**src/rtl/regstack_pkg.sv**
```systemverilog
package regstack_pkg;
    localparam int NSLOT = 12;
    localparam int IDXW  = $clog2(NSLOT);

    typedef logic [3:0] reg_id_t;
    localparam reg_id_t RID_D0  = 4'd0;
    localparam reg_id_t RID_D1  = 4'd1;
    localparam reg_id_t RID_D2  = 4'd2;
    localparam reg_id_t RID_D3  = 4'd3;
    localparam reg_id_t RID_A0  = 4'd4;
    localparam reg_id_t RID_A1  = 4'd5;
    localparam reg_id_t RID_A2  = 4'd6;
    localparam reg_id_t RID_A3  = 4'd7;
    localparam reg_id_t RID_MDR = 4'd8;
    localparam reg_id_t RID_LIR = 4'd9;
    localparam reg_id_t RID_LAR = 4'd10;
    localparam reg_id_t RID_PAD = 4'd15;

    typedef enum logic [1:0] {ST_IDLE, ST_RUN, ST_DONE} seq_state_t;

    // Index into mask[7:3] that enables save-order slot s.
    function automatic int slot_sel_bit(int s);
        if (s < 4) return 4 - s;
        return 0;
    endfunction

    // Register held by save-order slot s.
    function automatic reg_id_t slot_reg(int s);
        case (s)
            0:       return RID_D2;
            1:       return RID_D3;
            2:       return RID_A2;
            3:       return RID_A3;
            4:       return RID_D0;
            5:       return RID_D1;
            6:       return RID_A0;
            7:       return RID_A1;
            8:       return RID_MDR;
            9:       return RID_LIR;
            10:      return RID_LAR;
            default: return RID_PAD;
        endcase
    endfunction
endpackage

```
**src/rtl/regstack_slot_map.sv**
```systemverilog
module regstack_slot_map
    import regstack_pkg::*;
(
    input  logic [4:0]        sel_hi,
    input  logic              sel_pop,
    output logic [NSLOT-1:0]  en_vec,
    input  logic              lk_pop,
    input  logic [IDXW-1:0]   lk_idx,
    output reg_id_t           lk_rid,
    output logic              lk_pad
);
    for (genvar g = 0; g < NSLOT; g++) begin : g_slot
        localparam int SAVE_BIT = slot_sel_bit(g);
        localparam int LOAD_BIT = slot_sel_bit(NSLOT - 1 - g);
        assign en_vec[g] = sel_pop ? sel_hi[LOAD_BIT] : sel_hi[SAVE_BIT];
    end

    always_comb begin
        if (lk_pop) lk_rid = slot_reg(NSLOT - 1 - int'(lk_idx));
        else        lk_rid = slot_reg(int'(lk_idx));
        lk_pad = (lk_rid == RID_PAD);
    end
endmodule

```
**src/rtl/regstack_pick.sv**
```systemverilog
module regstack_pick #(
    parameter int W  = 12,
    localparam int IW = $clog2(W)
) (
    input  logic [W-1:0]  vec,
    output logic          found,
    output logic [IW-1:0] idx
);
    always_comb begin
        found = 1'b0;
        idx   = '0;
        for (int i = W - 1; i >= 0; i--) begin
            if (vec[i]) begin
                found = 1'b1;
                idx   = IW'(i);
            end
        end
    end
endmodule

```
**src/rtl/regstack_seq.sv**
```systemverilog
module regstack_seq
    import regstack_pkg::*;
#(
    parameter int DW = 32,
    localparam int STEP = DW / 8
) (
    input  logic          clk,
    input  logic          rst_n,
    input  logic          start,
    input  logic          pop,
    input  logic [7:0]    mask,
    input  logic [DW-1:0] sp_in,
    output logic          busy,
    output logic          done,
    output logic          mem_req,
    output logic          mem_we,
    output logic [DW-1:0] mem_addr,
    output logic [DW-1:0] mem_wdata,
    input  logic [DW-1:0] mem_rdata,
    output logic [3:0]    rf_rd_idx,
    input  logic [DW-1:0] rf_rd_data,
    output logic          rf_we,
    output logic [3:0]    rf_wr_idx,
    output logic [DW-1:0] rf_wr_data,
    output logic          sp_we,
    output logic [DW-1:0] sp_wdata
);
    seq_state_t        state;
    logic [NSLOT-1:0]  pend;
    logic              dir_pop;
    logic [DW-1:0]     cur_sp;

    logic [NSLOT-1:0]  en_vec;
    logic              any_left;
    logic [IDXW-1:0]   slot_idx;
    reg_id_t           slot_rid;
    logic              slot_pad;
    logic [NSLOT-1:0]  pend_nxt;
    logic [DW-1:0]     sp_dn;
    logic [DW-1:0]     sp_up;
    logic              ign_unused_lo;

    assign ign_unused_lo = ^mask[2:0];

    regstack_slot_map u_map (
        .sel_hi  (mask[7:3]),
        .sel_pop (pop),
        .en_vec  (en_vec),
        .lk_pop  (dir_pop),
        .lk_idx  (slot_idx),
        .lk_rid  (slot_rid),
        .lk_pad  (slot_pad)
    );

    regstack_pick #(.W(NSLOT)) u_pick (
        .vec   (pend),
        .found (any_left),
        .idx   (slot_idx)
    );

    assign pend_nxt = pend & ~(NSLOT'(1) << slot_idx);
    assign sp_dn    = cur_sp - DW'(STEP);
    assign sp_up    = cur_sp + DW'(STEP);

    always_ff @(posedge clk) begin
        if (!rst_n) begin
            state   <= ST_IDLE;
            pend    <= '0;
            dir_pop <= 1'b0;
            cur_sp  <= '0;
        end else begin
            unique case (state)
                ST_IDLE: begin
                    if (start) begin
                        pend    <= en_vec;
                        dir_pop <= pop;
                        cur_sp  <= sp_in;
                        state   <= (|en_vec) ? ST_RUN : ST_DONE;
                    end
                end
                ST_RUN: begin
                    pend   <= pend_nxt;
                    cur_sp <= dir_pop ? sp_up : sp_dn;
                    if (pend_nxt == '0 || !any_left) state <= ST_DONE;
                end
                ST_DONE: begin
                    state <= ST_IDLE;
                end
                default: state <= ST_IDLE;
            endcase
        end
    end

    always_comb begin
        busy       = 1'b0;
        done       = 1'b0;
        mem_req    = 1'b0;
        mem_we     = 1'b0;
        mem_addr   = '0;
        mem_wdata  = '0;
        rf_rd_idx  = '0;
        rf_we      = 1'b0;
        rf_wr_idx  = '0;
        rf_wr_data = '0;
        sp_we      = 1'b0;
        sp_wdata   = '0;
        unique case (state)
            ST_IDLE: ;
            ST_RUN: begin
                busy = 1'b1;
                if (!slot_pad) begin
                    mem_req = 1'b1;
                    if (dir_pop) begin
                        mem_addr   = cur_sp;
                        rf_we      = 1'b1;
                        rf_wr_idx  = slot_rid;
                        rf_wr_data = mem_rdata;
                    end else begin
                        mem_we    = 1'b1;
                        mem_addr  = sp_dn;
                        rf_rd_idx = slot_rid;
                        mem_wdata = rf_rd_data;
                    end
                end
            end
            ST_DONE: begin
                busy     = 1'b1;
                done     = 1'b1;
                sp_we    = 1'b1;
                sp_wdata = cur_sp;
            end
            default: ;
        endcase
    end
endmodule

```
**config.mk**
```make
export PLATFORM = sky130hd
export DESIGN_NAME = regstack_seq
export DESIGN_NICKNAME = d
export VERILOG_FILES = /design/src/rtl/regstack_pkg.sv /design/src/rtl/regstack_slot_map.sv /design/src/rtl/regstack_pick.sv /design/src/rtl/regstack_seq.sv
export SDC_FILE = /design/constraint.sdc
export NUM_CORES = 1
export LEC_CHECK = 0
export BUFFER_PORTS_ARGS = -buffer_cell sky130_fd_sc_hd__buf_2
export CAP_MARGIN = 40
export CORE_MARGIN = 1.5
export CORE_UTILIZATION = 47
export DETAILED_ROUTE_END_ITERATION = 12
export PLACE_DENSITY = 0.91
export SLEW_MARGIN = 20
export SYNTH_ARGS = -nofsm -noshare
export SYNTH_HDL_FRONTEND = slang
export SYNTH_SLANG_ARGS = --single-unit
```
**constraint.sdc**
```tcl
create_clock -name clk -period 3.3 [get_ports clk]
set_input_delay 0.495 -clock clk [delete_from_list [all_inputs] [get_ports clk]]
set_output_delay 0.495 -clock clk [all_outputs]
set_load 0.01 [all_outputs]
```
==> reports/metrics.cfg, run 1 <==
[timing]
setup_viol=0
max_freq_mhz=308
hold_violations=0
period_share=0.983
slew_headroom=0.487
min_period_ps=3240
slew_viol_final=0
worstMarginPinSlew_ps=770
finClkSkew_ps=9.40

[finish]
final_cell_mix=246 x buf_2, 101 x and2_1, 70 x nor2_1, 67 x a21oi_1, 55 x nand2_1
fillCellCount=930
postLayoutCoreUtil=0.647
multi_input_area_sq_mm=0.00355
seq_area_sq_um=947
layout-drive-gt1-share=0.344
fin_nets=1051
areaGrowthSynthToFinish_pct=33.1
final_cell_area_sq_mm=0.00636
final_common_cell=buf_2

[cts]
clock-root-buffer=clkbuf_8
cts_setup_buffers=0
clock_latency_ps=300
holdBufCountCts=0
clock_sinks=47
cts_made_buffers=5
clk_path_buf_depth=2
cts_tree=done
clk_pin_slew_worst_paths_ps=100
htree_levels=2

[placement]
hpwl_mm=12.3
port_buffers=246
place_area_sq_mm=0.00620
place_congestion=0.936

[yosys]
synth_area_leaders=dfxtp_1 20%, and2_1 13%, a21oi_1 7.1%
synth_top_family_by_area=simple AND/OR/NAND/NOR gates
synthXorXnorAreaFrac=0.0511
synth_area_sq_mm=0.00478
yosysTopAreaCellShare=0.197
synth.avg_cell_area_sq_um=6.68
synth.distinct_cells=64
syn-instance-count=715
yosysWarnings=0
synth_fa_ha_area_frac=0.0210
ys.flop_type=dfxtp_1
synth_compound_area_frac=0.226
synth_edf_count=0
ys_seq_elements=47
synth_top_area_cell=dfxtp_1
post_synth_and_or_nand_nor_area_fraction=0.414
synth_mux_area_frac=0.0139
seq_area_frac_synth=0.197
synthesis.nets=831
async_reset_ff_frac=0

[setup_path]
cpMostUsedCell=nor2_1
reg2reg_from=cur_sp[5]
path_buf_inv=2
worstSetupPathType=flop to primary output
r2r_slack_ps=570
worstPathMaxFanout=30
cpMaxStageDelayCell=dfxtp_1
rr_worst_depth=7
timing.rr.end=cur_sp[26]
critical-path-top-delay-family=compound AO/OA/AOI/OAI gates
max_stage_delay_ps=520
cp_data_required_time_ps=2800
critPathLaunchType=flop
crit_arrival_ps=2750
path_cells=nor2_1, nand2_1, nor2_1, ha_1, a211o_1, a311o_1, buf_12, nor3_2, buf_2
end_kind=primary output

[die]
fp.dieH_um=104
core_area_sq_mm=0.00982
rows=36
chipWidth_um=104
io_pins=250
initial_core_util=0.486
dieArea_sq_mm=0.0108

[drt]
drt_iter0_drc=425
remaining_drc_errors=0
ant_nets=0
first_pass_iters=5
routed_via_density=5.74
routedWlPerCell_um=15.3
drt_wl_total_mm=16.4
dr_total_vias=6144

[global_route]
grt_pass1_wl_mm=25.7
grt_pass1_vias=5484
grt_usage=0.283
grt_max_degree=50
grt_antenna_before_repair=0
overflow=0

[min_path]
holdPathEnd=dir_pop
worstHoldStart=start
holdPathStages=3
hp-class=primary input to flop

[job]
drv_cap=0

[power_and_ir_drop]
power_w=0.00569
p_per_area_mw_per_mm2=896
ir_drop_v=0.000536
p_leak_nw=3.08

[run_status]
outcome=finished, final reports clean

-- kinds of logic after synthesis --
group / after synthesis
simple gates: 363
compound gates: 174
flops: 47
buf+inv: 90
fa+ha+maj: 8
xor+xnor: 27
mux: 6
-- flip-flops by register name, summed over array words and instances (netlist names) --
name / cells
cur_sp: 32
pend: 12
state: 2
dir_pop: 1
-- power by group --
part | internal [W] | leakage (nW) | switching (W)
registers | 0.000759 | 0.387 | 0.000345
logic | 0.00175 | 2.65 | 0.00248
clock network | 0.000150 | 0.0422 | 0.000210
total | 0.00266 | 3.08 | 0.00303
-- cell usage after synthesis, types with 6 or more instances --
cell,count
nand3_1,15
dfxtp_1,47
nand4_1,10
o21ai_0,26
and2_1,101
inv_1,21
a21o_1,9
o31ai_1,6
clkbuf_1,53
a211oi_1,6
nor3_1,29
o22ai_1,6
or4_1,9
xnor2_1,21
or3_1,7
and3_1,18
nor4_1,16
a31oi_1,18
ha_1,8
buf_2,9
nor2b_1,8
nor2_1,70
a21oi_1,68
nand2_1,55
-- routing by layer --
layer | vias to the layer above | global-route usage | wire length (um)
met5 | - | 0 | 0
li1 | 2964 | - | -
met3 | 40 | 0.0321 | 1310
met1 | 2767 | 0.352 | 6530
met2 | 373 | 0.496 | 8000
met4 | 0 | 0.114 | 530
-- layout make-up --
| type | count | area share |
|---|---|---|
| inverter | 22 | 0.0130 |
| clock buffer | 7 | 0.0120 |
| timing repair buffer | 281 | 0.240 |
| multi-input combinational | 578 | 0.558 |
| clock inverter | 1 | 0.000787 |
| tap | 133 | 0.0262 |
| sequential | 47 | 0.149 |
| antenna | 1 | 0.000394 |
-- tightest hold or removal path, cell delays in order --
cell and delay, ps:
buf_2 110, nand3_1 80, a21oi_1 60
-- metrics by stage --
step | worst slack [ps] | hold WS, ps | TNS [ps] | std cells
floorplan | 328 | 463 | 0 | 715
global placement | 281 | 510 | 0 | 1060
detailed placement | 308 | 524 | 0 | 1061
CTS | 8.07 | 488 | 0 | 1069
global route | -28.0 | 517 | -28.0 | 1069
finish | 56.0 | 489 | 0 | 1070
-- worst max-delay path by stage --
stage | from | to | slack, ps | depth (start not counted)
6_report | pend[2] | mem_addr[31] | 60 | 9
5_1_grt | pend[2] | mem_addr[31] | -30 | 9
4_1_cts | pend[4] | mem_addr[31] | 8 | 8
3_5_place_dp | pend[10] | mem_addr[31] | 310 | 9
3_3_place_gp | pend[10] | mem_addr[31] | 280 | 9
2_1_floorplan | pend[4] | mem_addr[31] | 330 | 8
-- what timing repair did --
action	CTS	global route
setup endpoints to repair	1	97
gates cloned	0	0
resized for setup	1	14
pin swaps	1	0
No activity file was read; power rests on OpenSTA's default activity.
==> run 2: changes to the inputs <==
--- a/constraint.sdc
+++ b/constraint.sdc
@@ -3,2 +3,2 @@
 set_output_delay 0.495 -clock clk [all_outputs]
-set_load 0.01 [all_outputs]
+set_load 0.02 [all_outputs]
==> run 2 against run 1 <==
  * Worst setup slack improved by 1.1 ps
  * Sequential share of layout area fell by 0.11 points
  * Die area did not move
  * Clock skew barely moved
  * Register-to-register slack got worse by 50 ps
  * Non-clock buffer count rose by 3
  * Combinational power rose by 9.7%
  * Global-route usage fell by 0.17 points
  * Critical path depth fell by 1
  * Hold slack improved by 6.9 ps
  * First-iteration DRC count rose by 15%
  * Highest routed layer unchanged
==> reports/metrics.cfg, run 2 (same netlist as run 1, synthesis figures left out) <==
[global_route]
grt_max_degree=50  ; unchanged
grt_pass1_wl_mm=25.5  ; -1.1%
grt_usage=0.281  ; -0.00169
grt_pass1_vias=5338  ; -2.7%
grt_antenna_before_repair=0  ; unchanged
overflow=0  ; unchanged

[placement]
place_area_sq_mm=0.00617  ; -0.52%
hpwl_mm=12.3  ; -0.26%
placed_cells=1058  ; -0.28%
port_buffers=246  ; unchanged
place_congestion=0.926  ; -1.0%

[setup_path]
crit_arrival_ps=2750  ; about the same
rr_worst_depth=7  ; unchanged
critPathLaunchType=flop
timing.rr.end=cur_sp[27]
worstSetupPathType=flop to primary output
worstPathMaxFanout=13  ; -57%
end_kind=primary output
r2r_slack_ps=520  ; -50 ps
cp_data_required_time_ps=2800  ; about the same
reg2reg_from=cur_sp[4]

[drt]
drt_wl_total_mm=16.5  ; +0.71%
remaining_drc_errors=0  ; unchanged
dr_total_vias=6183  ; +0.63%
ant_nets=0  ; unchanged
first_pass_iters=7  ; +2
drt_iter0_drc=490  ; +15%
routed_via_density=5.77  ; +0.45%
routedWlPerCell_um=15.4  ; +0.53%

[cts]
clock_sinks=47  ; unchanged
clk_path_buf_depth=2  ; unchanged
clk_pin_slew_worst_paths_ps=90  ; about the same
htree_levels=2  ; unchanged
clock-root-buffer=clkbuf_8
clock_latency_ps=310  ; about the same
cts_tree=done
cts_made_buffers=5  ; unchanged
holdBufCountCts=0  ; unchanged

[power_and_ir_drop]
ir_drop_v=0.000557  ; +3.9%
p_sw_w=0.00334  ; +10%
switching_share=0.548  ; +0.0149
p_per_area_mw_per_mm2=951  ; +6.2%
power_w=0.00610  ; +7.2%
pwr-share-comb=0.760  ; +0.017
clkPwrFrac=0.059  ; -0.004
p_int_w=0.00276  ; +3.8%
p_leak_nw=3.07  ; about the same
seq_power_share=0.182  ; -0.012

[finish]
final_cell_area_sq_mm=0.00642  ; +0.98%
largest_reg_flops=32  ; unchanged
layout-drive-gt1-share=0.354  ; +0.00955
regMostFlops=cur_sp
top_regs=cur_sp: 32 flops, pend: 12 flops, state: 2 flops
fin_nets=1054  ; +0.29%
final_cells=1072  ; +0.19%
final_cell_mix=229 x buf_2, 101 x and2_1, 69 x nor2_1, 67 x a21oi_1, 55 x nand2_1
final_common_cell=buf_2
areaGrowthSynthToFinish_pct=34.4
n_antenna_cell=0  ; -1

[die]
fp.dieH_um=104  ; unchanged
initial_core_util=0.486  ; unchanged
chipWidth_um=104  ; unchanged
io_pins=250  ; unchanged
rows=36  ; unchanged
core_area_sq_mm=0.00982  ; unchanged
dieArea_sq_mm=0.0108  ; unchanged

[timing]
slew_viol_final=0  ; unchanged
max_freq_mhz=308  ; about the same
rsz0062_at_grt=true
min_period_ps=3240  ; -1.13 ps
setup_viol=0  ; unchanged
finClkSkew_ps=9.35  ; -0.0466 ps
period_share=0.983  ; about the same
slew_headroom=0.442  ; -0.0441
worstMarginPinSlew_ps=834  ; +63.4 ps
hold_ws_ps=496  ; +6.89 ps
hold_violations=0  ; unchanged

[min_path]
holdPathEnd=dir_pop
worstHoldStart=start
holdPathStages=3  ; unchanged
hp-class=primary input to flop

[run_status]
outcome=finished, final reports clean

[job]
drv_cap=0  ; unchanged

## run 2: cell count changes in the layout (fill, tap and decap cells not counted), moves of 2 or more
cell / change
nor4_4: -3
buf_2: -17
buf_6: +3
buf_4: +19
nor4_2: +4
dfxtp_2: +2
dfxtp_1: -2
## run 2: layout make-up
| type | count | area (sq um) |
|---|---|---|
| flip-flops and latches | 47 | 950 |
| clock buffers | 7 | 76.3 |
| repair buffers | 284 | 1580 |
| multi-input cells | 578 | 3560 |
| clock inverters | 1 | 5.00 |
| fillers | 904 | 3400 |
| well taps | 133 | 166 |
| inverters | 22 | 82.6 |
## run 2: how the worst max path moves through the flow
stage	from	end	slack, ps	depth (start not counted)
after CTS	cur_sp[20]	mem_addr[31]	5	7
after floorplan	pend[4]	mem_addr[31]	130	8
after global placement	pend[10]	mem_addr[6]	200	9
after global routing	pend[4]	mem_addr[14]	-50	10
after detailed placement	pend[7]	mem_addr[28]	160	9
final	pend[9]	mem_addr[14]	60	8
## run 2: timing repair
| action | in CTS | in global routing |
|---|---|---|
| endpoints found under the setup margin | 29 | 41 |
| pin swaps | 2 | 5 |
| buffers inserted | 1 | 5 |
| gates resized for setup | 5 | 33 |
## run 2: routing by layer
metal  wire length (um)  share of wire  up-vias  GRT usage
met3               1400          0.085       35     0.0346
li1                   -              -     2959          -
met2               8230           0.50      349      0.502
met5                  0              0        -          0
met4                382          0.023        0     0.0873
met1               6480           0.39     2840      0.350
## run 2: critical path, cell delays in order, from the launching register on
cell	delay, ps
dfxtp_2	370
nor4_2	450
nor2_2	120
ha_4	200
a211o_1	360
a311o_2	430
buf_6	180
nor2_1	150
buf_4	170
## run 2: power groups by stage
| stage | Clock [W] | Combinational [W] | Sequential (W) |
|---|---|---|---|
| floorplan | 0 | 0.00329 | 0.000871 |
| global placement | 0 | 0.00423 | 0.00109 |
| detailed placement | 0 | 0.00430 | 0.00109 |
| CTS | 0.000356 | 0.00435 | 0.00108 |
| global route | 0.000386 | 0.00502 | 0.00114 |
| finish | 0.000359 | 0.00464 | 0.00111 |
## run 2: stage by stage
step	setup TNS, ps	utilization	setup WS (ps)
final	0	0.654	57.1
after global routing	-189	0.654	-54.4
after CTS	0	0.639	5.25
after detailed placement	0	0.628	165
after global placement	0	0.626	202
after floorplan	0	-	129
